`src/rtl/lcrc_pkg.sv`:
```
package lcrc_pkg;

    localparam int WORD_W = 32;
    localparam int SEQ_W  = 12;
    localparam int HDR_W  = 16;
    localparam int CRC_W  = 32;

    localparam logic [CRC_W-1:0] CRC_POLY = 32'h04C11DB7;
    localparam logic [CRC_W-1:0] CRC_SEED = '1;

    typedef enum logic [1:0] {
        ST_HDR  = 2'd0,
        ST_BODY = 2'd1,
        ST_CRC  = 2'd2
    } frm_state_e;

    typedef struct packed {
        logic              valid;
        logic [WORD_W-1:0] data;
        logic              sop;
        logic              eop;
    } beat_t;

    // Feed the low nbits of d into the CRC, most significant of them first.
    function automatic logic [CRC_W-1:0] crc_advance(
        input logic [CRC_W-1:0]  c,
        input logic [WORD_W-1:0] d,
        input int unsigned       nbits
    );
        logic [CRC_W-1:0] r;
        logic             fb;
        r = c;
        for (int i = WORD_W - 1; i >= 0; i--) begin
            if (i < int'(nbits)) begin
                fb = r[CRC_W-1] ^ d[i];
                r  = {r[CRC_W-2:0], 1'b0};
                if (fb) r = r ^ CRC_POLY;
            end
        end
        return r;
    endfunction

endpackage

```
`src/rtl/lcrc_seq_counter.sv`:
```
module lcrc_seq_counter #(
    parameter int W = 12
) (
    input  logic         clk,
    input  logic         rst,
    input  logic         bump,
    output logic [W-1:0] value
);
    always_ff @(posedge clk) begin
        if (rst)       value <= '0;
        else if (bump) value <= value + W'(1);
    end
endmodule

```
`src/rtl/lcrc_crc_unit.sv`:
```
module lcrc_crc_unit
    import lcrc_pkg::*;
(
    input  logic              clk,
    input  logic              rst,
    input  logic              load_hdr,
    input  logic              step_word,
    input  logic [WORD_W-1:0] word,
    output logic [CRC_W-1:0]  crc
);
    always_ff @(posedge clk) begin
        if (rst)            crc <= CRC_SEED;
        else if (load_hdr)  crc <= crc_advance(CRC_SEED, word, HDR_W);
        else if (step_word) crc <= crc_advance(crc, word, WORD_W);
    end
endmodule

```
`src/rtl/seq_lcrc_framer.sv`:
```
module seq_lcrc_framer
    import lcrc_pkg::*;
#(
    parameter int SQ_W = lcrc_pkg::SEQ_W
) (
    input  logic              clk,
    input  logic              rst,
    input  logic              replay_mode,
    input  logic              new_valid,
    output logic              new_ready,
    input  logic [WORD_W-1:0] new_data,
    input  logic              new_sop,
    input  logic              new_eop,
    input  logic              rpl_in_valid,
    output logic              rpl_in_ready,
    input  logic [WORD_W-1:0] rpl_in_data,
    input  logic              rpl_in_sop,
    input  logic              rpl_in_eop,
    output logic              out_valid,
    input  logic              out_ready,
    output logic [WORD_W-1:0] out_data,
    output logic              out_sop,
    output logic              out_eop,
    output logic              store_valid,
    output logic [WORD_W-1:0] store_data,
    output logic              store_sop,
    output logic              store_eop
);
    frm_state_e        st_q;
    logic              src_rpl_q;
    logic              use_rpl;
    beat_t             nb, rb, in_b;
    logic              in_ready;
    logic              out_fire;
    logic [SQ_W-1:0]   seq_cur;
    logic [CRC_W-1:0]  crc_q;
    logic [WORD_W-1:0] hdr_word;
    logic              seq_bump;

    // Source is chosen live at a boundary, then frozen for the packet.
    assign use_rpl  = (st_q == ST_HDR) ? replay_mode : src_rpl_q;
    assign nb       = '{valid: new_valid, data: new_data, sop: new_sop, eop: new_eop};
    assign rb       = '{valid: rpl_in_valid, data: rpl_in_data, sop: rpl_in_sop, eop: rpl_in_eop};
    assign in_b     = use_rpl ? rb : nb;
    assign hdr_word = WORD_W'(seq_cur);

    always_comb begin
        out_valid = 1'b0;
        out_data  = in_b.data;
        out_sop   = 1'b0;
        out_eop   = 1'b0;
        in_ready  = 1'b0;
        unique case (st_q)
            ST_HDR: begin
                if (!in_b.sop) begin
                    in_ready = 1'b1;              // stray word: drop
                end else begin
                    out_valid = in_b.valid;
                    out_sop   = 1'b1;
                    out_data  = use_rpl ? in_b.data : hdr_word;
                    in_ready  = use_rpl & out_ready;
                end
            end
            ST_BODY: begin
                out_valid = in_b.valid;
                in_ready  = out_ready;
            end
            ST_CRC: begin
                out_valid = 1'b1;
                out_eop   = 1'b1;
                out_data  = ~crc_q;
            end
            default: ;
        endcase
    end

    assign out_fire     = out_valid & out_ready;
    assign new_ready    = in_ready & ~use_rpl;
    assign rpl_in_ready = in_ready &  use_rpl;

    always_ff @(posedge clk) begin
        if (rst) begin
            st_q      <= ST_HDR;
            src_rpl_q <= 1'b0;
        end else begin
            unique case (st_q)
                ST_HDR:  if (out_fire) begin
                             st_q      <= ST_BODY;
                             src_rpl_q <= use_rpl;
                         end
                ST_BODY: if (out_fire && in_b.eop) st_q <= ST_CRC;
                ST_CRC:  if (out_ready) st_q <= ST_HDR;
                default: st_q <= ST_HDR;
            endcase
        end
    end

    assign seq_bump = (st_q == ST_BODY) & out_fire & in_b.eop & ~src_rpl_q;

    lcrc_seq_counter #(.W(SQ_W)) u_seq (
        .clk   (clk),
        .rst   (rst),
        .bump  (seq_bump),
        .value (seq_cur)
    );

    lcrc_crc_unit u_crc (
        .clk       (clk),
        .rst       (rst),
        .load_hdr  ((st_q == ST_HDR) & out_fire),
        .step_word ((st_q == ST_BODY) & out_fire),
        .word      (out_data),
        .crc       (crc_q)
    );

    // Replay store copy of new packets, same cycle as the output transfer.
    assign store_valid = out_fire & ~use_rpl & (st_q != ST_CRC);
    assign store_data  = (st_q == ST_HDR) ? hdr_word : new_data;
    assign store_sop   = (st_q == ST_HDR);
    assign store_eop   = (st_q == ST_BODY) & new_eop;

endmodule

```
`config.mk`:
```
export PLATFORM = sky130hd
export DESIGN_NAME = seq_lcrc_framer
export DESIGN_NICKNAME = d
export VERILOG_FILES = /design/src/rtl/lcrc_pkg.sv /design/src/rtl/lcrc_seq_counter.sv /design/src/rtl/lcrc_crc_unit.sv /design/src/rtl/seq_lcrc_framer.sv
export SDC_FILE = /design/constraint.sdc
export NUM_CORES = 1
export LEC_CHECK = 0
export BUFFER_PORTS_ARGS = -buffer_cell sky130_fd_sc_hd__buf_2
export CORE_ASPECT_RATIO = 0.5
export CORE_MARGIN = 5
export CORE_UTILIZATION = 49
export CTS_CLUSTER_SIZE = 40
export DETAILED_ROUTE_END_ITERATION = 10
export GPL_TIMING_DRIVEN = 0
export PLACE_DENSITY = 0.71
export SLEW_MARGIN = 20
export SYNTH_ARGS = -nofsm -noshare
export SYNTH_HDL_FRONTEND = slang
export SYNTH_SLANG_ARGS = --single-unit
export TNS_END_PERCENT = 5
```
`constraint.sdc`:
```
create_clock -name clk -period 5.8 [get_ports clk]
set_clock_uncertainty 0.15 [all_clocks]
set_input_delay 0.87 -clock clk [delete_from_list [all_inputs] [get_ports clk]]
set_output_delay 0.87 -clock clk [all_outputs]
set_load 0.01 [all_outputs]
```
==> results of run 1 <==
cell usage after synthesis, types with 15 or more instances:
cell type  instances
o21ai_0           37
buf_2             15
and2_1            21
nand3_1           21
nand2_1           80
dfxtp_1           47
xnor2_1          221
xnor3_1           36
a21oi_1           72
mux2i_1           24
xor2_1            79
clkbuf_1          33
nor2_1            72
kinds of logic after synthesis:
logic type,count (synthesis),share of synthesized area
adder cells (fa/ha/maj),1,0.00145
AND/OR/NAND/NOR,254,0.145
multiplexers,31,0.0412
flip-flops,47,0.109
buffers and inverters,73,0.0365
XOR/XNOR,371,0.480
AO/OA/AOI/OAI,231,0.188
critical path: stages (launching register included):
cell and delay [ns]:
dfxtp_1 0.36, buf_6 0.16, or2_1 0.20, buf_2 0.19, inv_1 0.14, clkbuf_1 0.62
a21oi_1 0.15, a221oi_1 0.53, xor2_1 0.20, nand2_1 0.16, xnor2_2 0.22, xnor2_1 0.37
xnor3_1 0.36, xnor3_4 0.55, xor2_4 0.31, xor3_1 0.49, a221oi_1 0.37, a211o_1 0.15
worst paths after layout:
check                                                start                    endpoint  slack, ns  cells after the start
worst max-delay path                  st_q[0]$_SDFFE_PP0P_  u_crc.crc[23]$_SDFFE_PP1P_       0.04                     17
worst min-delay path            u_crc.crc[14]$_SDFFE_PP1P_  u_crc.crc[14]$_SDFFE_PP1P_       0.38                      2
worst max register to register        st_q[0]$_SDFFE_PP0P_  u_crc.crc[23]$_SDFFE_PP1P_       0.04                     17
worst min register to register  u_crc.crc[14]$_SDFFE_PP1P_  u_crc.crc[14]$_SDFFE_PP1P_       0.38                      2
sequential cells by signal, indices dropped and copies added (netlist names):
register / cells
src_rpl_q: 1
st_q: 2
u_crc.crc: 32
u_seq.value: 12
repair_timing:
action	in CTS	in global routing
pin swaps	5	7
setup buffers	3	6
gates resized for setup	5	24
setup endpoints to repair	8	16
area by class of cell:
type	instances	area [µm²]	share of cell area
clock buffer	5	125	0.0125
inverter	10	37.5	0.00375
clock inverter	3	25.0	0.00250
antenna	1	2.50	0.000250
timing repair buffer	153	801	0.0799
sequential	47	941	0.0939
multi-input combinational	888	7510	0.750
buffer	63	283	0.0282
tap	234	293	0.0292
metal layers:
| metal | track usage | vias to the layer above |
|---|---|---|
| li1 | - | 3822 |
| met4 | 0.0354 | 0 |
| met5 | 0 | - |
| met1 | 0.483 | 4150 |
| met2 | 0.440 | 539 |
| met3 | 0.130 | 46 |
per-stage QoR:
stage          cells  utilization
2_1_floorplan   1008            -
3_3_place_gp    1386        0.557
3_5_place_dp    1386        0.557
4_1_cts         1397        0.569
5_1_grt         1403        0.578
6_report        1404        0.579
==> impl_metrics.py, run 1 <==
metrics = {
    "outcome": {
        "status": "completed",
    },
    "yosys": {
        "syn-cell-area_um2": 8630,
        "ys_seq_elements": 47,
        "postSynthCellCount": 1008,
        "synth_top_area_cell": "xnor2_1",
        "synth_warnings": 0,
        "synthTopCellsByArea": "xnor2_1 22%, dfxtp_1 11%, xnor3_1 9.4%",
        "ys_seq_area_frac": 0.109,
        "synth_ff_type": "dfxtp_1",
        "syn_avg_cell_area_um2": 8.56,
        "ys_async_sr_fraction": 0,
        "ys_types": 89,
        "syn-num-nets": 1083,
        "synth_top_area_share": 0.224,
        "synth_enable_flop_cells": 0,
    },
    "sta": {
        "min_period_ns": 5.76,
        "fmax_ghz": 0.174,
        "rsz0062_at_grt": "yes",
        "fin_crit_sh": 0.994,
        "hold_viol": 0,
        "worst_slack_ns": 0.0369,
        "hold_ws_ns": 0.378,
        "setup_violations": 0,
        "slew_headroom": 0.293,
        "tns_ns": 0,
        "maxSlewViolCount": 0,
        "worstMarginPinSlew_ns": 1.05,
    },
    "drt": {
        "vias": 8557,
        "drc": 0,
        "wl_per_cell_um": 24.6,
        "wl_met3_mm": 5.19,
        "wl_mm": 34.5,
        "firstDrtPassIters": 6,
        "vias_per_cell": 6.09,
        "route.met2.wl_mm": 13.9,
        "drt_iter0_drc": 976,
        "wl_met1_mm": 15.0,
        "maxUsedRoutingLayer": "met4",
        "ant_nets": 0,
    },
    "cts": {
        "clock-sinks": 47,
        "cts_buffer_depth": 2,
        "numCtsBuffers": 5,
        "cts_tree": "done",
        "ctsHoldBuffers": 0,
        "clk_pin_slew_ns": 0.08,
        "cts_root_buffer": "clkbuf_16",
        "cts_max_level": 2,
        "clock_latency_ns": 0.30,
    },
    "placement": {
        "hpwl_mm": 28.1,
        "place_congestion": 1.04,
        "placed_cell_area_um2": 9650,
        "dp_slack_ns": -0.555,
        "port_buffers": 144,
    },
    "worst_setup_path": {
        "cp-end-kind": "register",
        "start_kind": "register",
        "arrival_ns": 5.85,
        "path_max_fanout": 10,
        "worstSetupPathType": "reg -> reg",
        "worst_ep_required_time_ns": 5.89,
    },
    "global_routing": {
        "track_usage": 0.321,
        "grt-ovfl-total": 0,
        "first_global_vias": 7840,
        "grt_max_degree": 17,
        "grt_pass1_wl_mm": 50.3,
        "antenna_found_initial": 0,
    },
    "flow_run": {
        "cap_viol_max_count": 0,
    },
    "floorplanning": {
        "die-width_um": 198,
        "rows": 34,
        "die_area_um2": 20500,
        "start_util": 0.499,
        "io_pins": 146,
        "die_h_um": 104,
        "core_um2": 17300,
    },
    "finish": {
        "final_cell_mix": "217 x xnor2_1, 160 x buf_2, 80 x nand2_1",
        "fill_cells": 1637,
        "area_delta_synth_final_pct": 16.0,
        "final_common_cell": "xnor2_1",
        "final_nets": 1243,
        "fin_area_um2": 10000,
        "drive_above_1_share": 0.227,
    },
    "worst_hold_path": {
        "hold_class": "reg -> reg",
    },
}
Power of run 1 is left out: the tool's default activity adds up to more than one toggle a clock period on the data nets, which glitch-free logic cannot reach.
==> run 2, diff against run 1 <==
- CORE_UTILIZATION: 49 -> 41
- PLACE_DENSITY: 0.71 -> 0.61
- REMOVE_ABC_BUFFERS: not set -> 1
==> run 2 against run 1 <==
Against the previous run:
- die area rose by 18%
- flip-flop and latch count did not move
- routed wire length fell by 5.5%
- highest routed layer is now met5
==> impl_metrics.py, run 2 (synthesis results as in run 1) <==
metrics = {
    "outcome": {
        "status": "completed",
    },
    "cts": {
        "numCtsBuffers": 5,
        "cts_root_buffer": "clkbuf_16",
        "clk_pin_slew_ns": 0.07,
        "cts_buffer_depth": 2,
        "cts_tree": "done",
        "cts_max_level": 2,
        "clock_latency_ns": 0.30,
        "clock-sinks": 47,
    },
    "floorplanning": {
        "rows": 37,
        "die_h_um": 113,
        "core_um2": 20600,
        "io_pins": 146,
        "start_util": 0.419,
        "die-width_um": 215,
        "die_area_um2": 24200,
    },
    "finish": {
        "final_nets": 1203,
        "largest_register_ffs": 32,
        "regMostFlops": "u_crc.crc",
        "final_common_cell": "xnor2_1",
        "drive_above_1_share": 0.242,
        "area_delta_synth_final_pct": 16.9,
        "postLayoutCoreUtil": 0.490,
        "reg.largest.list": "u_crc.crc x32, u_seq.value x12, st_q x2",
        "fill_cells": 1975,
        "final_cell_mix": "218 x xnor2_1, 143 x buf_2, 80 x nand2_1",
    },
    "sta": {
        "fmax_ghz": 0.175,
        "min_period_ns": 5.71,
        "rsz0062_at_grt": "yes",
        "maxSlewViolCount": 0,
        "fin_crit_sh": 0.985,
        "hold_viol": 0,
        "worstMarginPinSlew_ns": 1.05,
        "setup_violations": 0,
        "slew_headroom": 0.298,
    },
    "drt": {
        "wl_met3_mm": 3.41,
        "ant_nets": 0,
        "firstDrtPassIters": 5,
        "wl_mm": 32.6,
        "vias": 8131,
        "vias_per_cell": 5.80,
        "drt_iter0_drc": 804,
        "route.met2.wl_mm": 13.9,
        "wl_per_cell_um": 23.3,
        "drc": 0,
        "maxUsedRoutingLayer": "met5",
        "wl_met1_mm": 14.7,
    },
    "worst_setup_path": {
        "cp_slowest_cell": "xnor3_1",
        "worst_ep_required_time_ns": 5.81,
        "path_max_fanout": 26,
        "start_kind": "primary input",
        "crit_chain": "buf_4 > nor3_4 > buf_12 > buf_4 > buf_4 > nor3_1 > a2111o_1 > o211ai_1 > xnor2_1 > xnor3_2 > xnor2_2 > xnor2_2 > xnor3_1 > xnor3_1 > xnor2_1 > xnor2_1 > o31ai_1",
        "r2r-end": "u_crc.crc[11]$_SDFFE_PP1P_",
        "rr_worst_depth": 15,
        "startpoint": "replay_mode",
        "timing.rr.start": "st_q[0]$_SDFFE_PP0P_",
        "slowest_delay_ns": 0.70,
        "reg2reg_slack_ns": 0.19,
        "worstSetupPathType": "in -> reg",
        "arrival_ns": 5.72,
        "cp-end-kind": "register",
        "critical_path.top_delay_family": "XOR/XNOR gates",
        "crit_buf_inv": 4,
    },
    "global_routing": {
        "grt-ovfl-total": 0,
        "first_global_vias": 7839,
        "grt_max_degree": 44,
        "grt_pass1_wl_mm": 48.9,
        "antenna_found_initial": 2,
        "track_usage": 0.260,
    },
    "placement": {
        "place_congestion": 0.934,
        "port_buffers": 145,
        "hpwl_mm": 25.4,
    },
    "worst_hold_path": {
        "hold_end": "u_crc.crc[16]$_SDFFE_PP1P_",
        "holdCritStartpoint": "u_crc.crc[16]$_SDFFE_PP1P_",
        "hold_class": "reg -> reg",
        "min_path_cells": 2,
    },
    "flow_run": {
        "cap_viol_max_count": 0,
    },
}
==> run 2: changes by cell type in the layout (fill, tap and decap cells not counted), moves of 5 or more <==
cell      change
buf_1         -8
buf_12        +5
buf_2        -17
buf_4        +11
clkbuf_1     -31
==> run 2: final cells by class <==
class                      instances  area [µm²]  share of cell area
antenna                            1        2.50            0.000248
clock buffer                       6         139              0.0138
clock inverter                     2        16.3             0.00161
inverter                          10        47.5             0.00471
multi-input combinational        890        7540               0.747
sequential                        47         947              0.0938
tap                              273         342              0.0338
timing repair buffer             174        1060               0.105
==> run 2: worst max-delay path by stage <==
stage	endpoint	slack (ns)	depth (start not counted)
6_report	u_crc.crc[11]$_SDFFE_PP1P_	0.09	17
5_1_grt	u_crc.crc[12]$_SDFFE_PP1P_	-0.04	15
4_1_cts	u_crc.crc[12]$_SDFFE_PP1P_	-0.03	14
3_5_place_dp	u_crc.crc[23]$_SDFFE_PP1P_	-1.90	14
3_3_place_gp	u_crc.crc[12]$_SDFFE_PP1P_	-3.15	13
2_1_floorplan	u_crc.crc[12]$_SDFFE_PP1P_	-0.79	13
==> run 2: layer usage <==
metal,vias up,global-route usage
li1,3744,-
met1,3952,0.375
met2,384,0.395
met3,49,0.0658
met4,2,0.0511
met5,-,0
==> run 2: worst reg2reg max path, cell delays in order (launching register included) <==
cell      delay [ns]
dfxtp_2         0.51
buf_12          0.27
or2_4           0.31
buf_12          0.25
o221ai_1        0.23
a221oi_4        0.47
nor2_4          0.14
xor2_1          0.22
xnor3_2         0.47
xnor2_2         0.21
xnor2_2         0.42
xnor3_1         0.70
xnor3_1         0.33
xnor2_1         0.16
xnor2_1         0.52
o31ai_1         0.11
==> run 2: through the flow <==
stage	TNS (ns)	setup slack [ns]	hold WS (ns)	instances	instance area (µm²)
finish	0	0.0858	0.368	1403	10100
global route	-0.0525	-0.0409	0.404	1402	10100
CTS	-0.0490	-0.0258	0.368	1389	9910
detailed placement	-45.88	-1.90	0.359	1369	9580
global placement	-119.97	-3.15	0.352	1363	9420
floorplan	-9.40	-0.791	0.305	945	8360
==> run 2: timing repair <==
item / CTS / global route
setup endpoints to repair: 32 / 15
buffers inserted: 10 / 13
hold buffers: 0 / 0
gates resized for setup: 14 / 19
pin swaps: 8 / 6
gates cloned: 2 / 0
Power of run 2 is left out for the same reason.
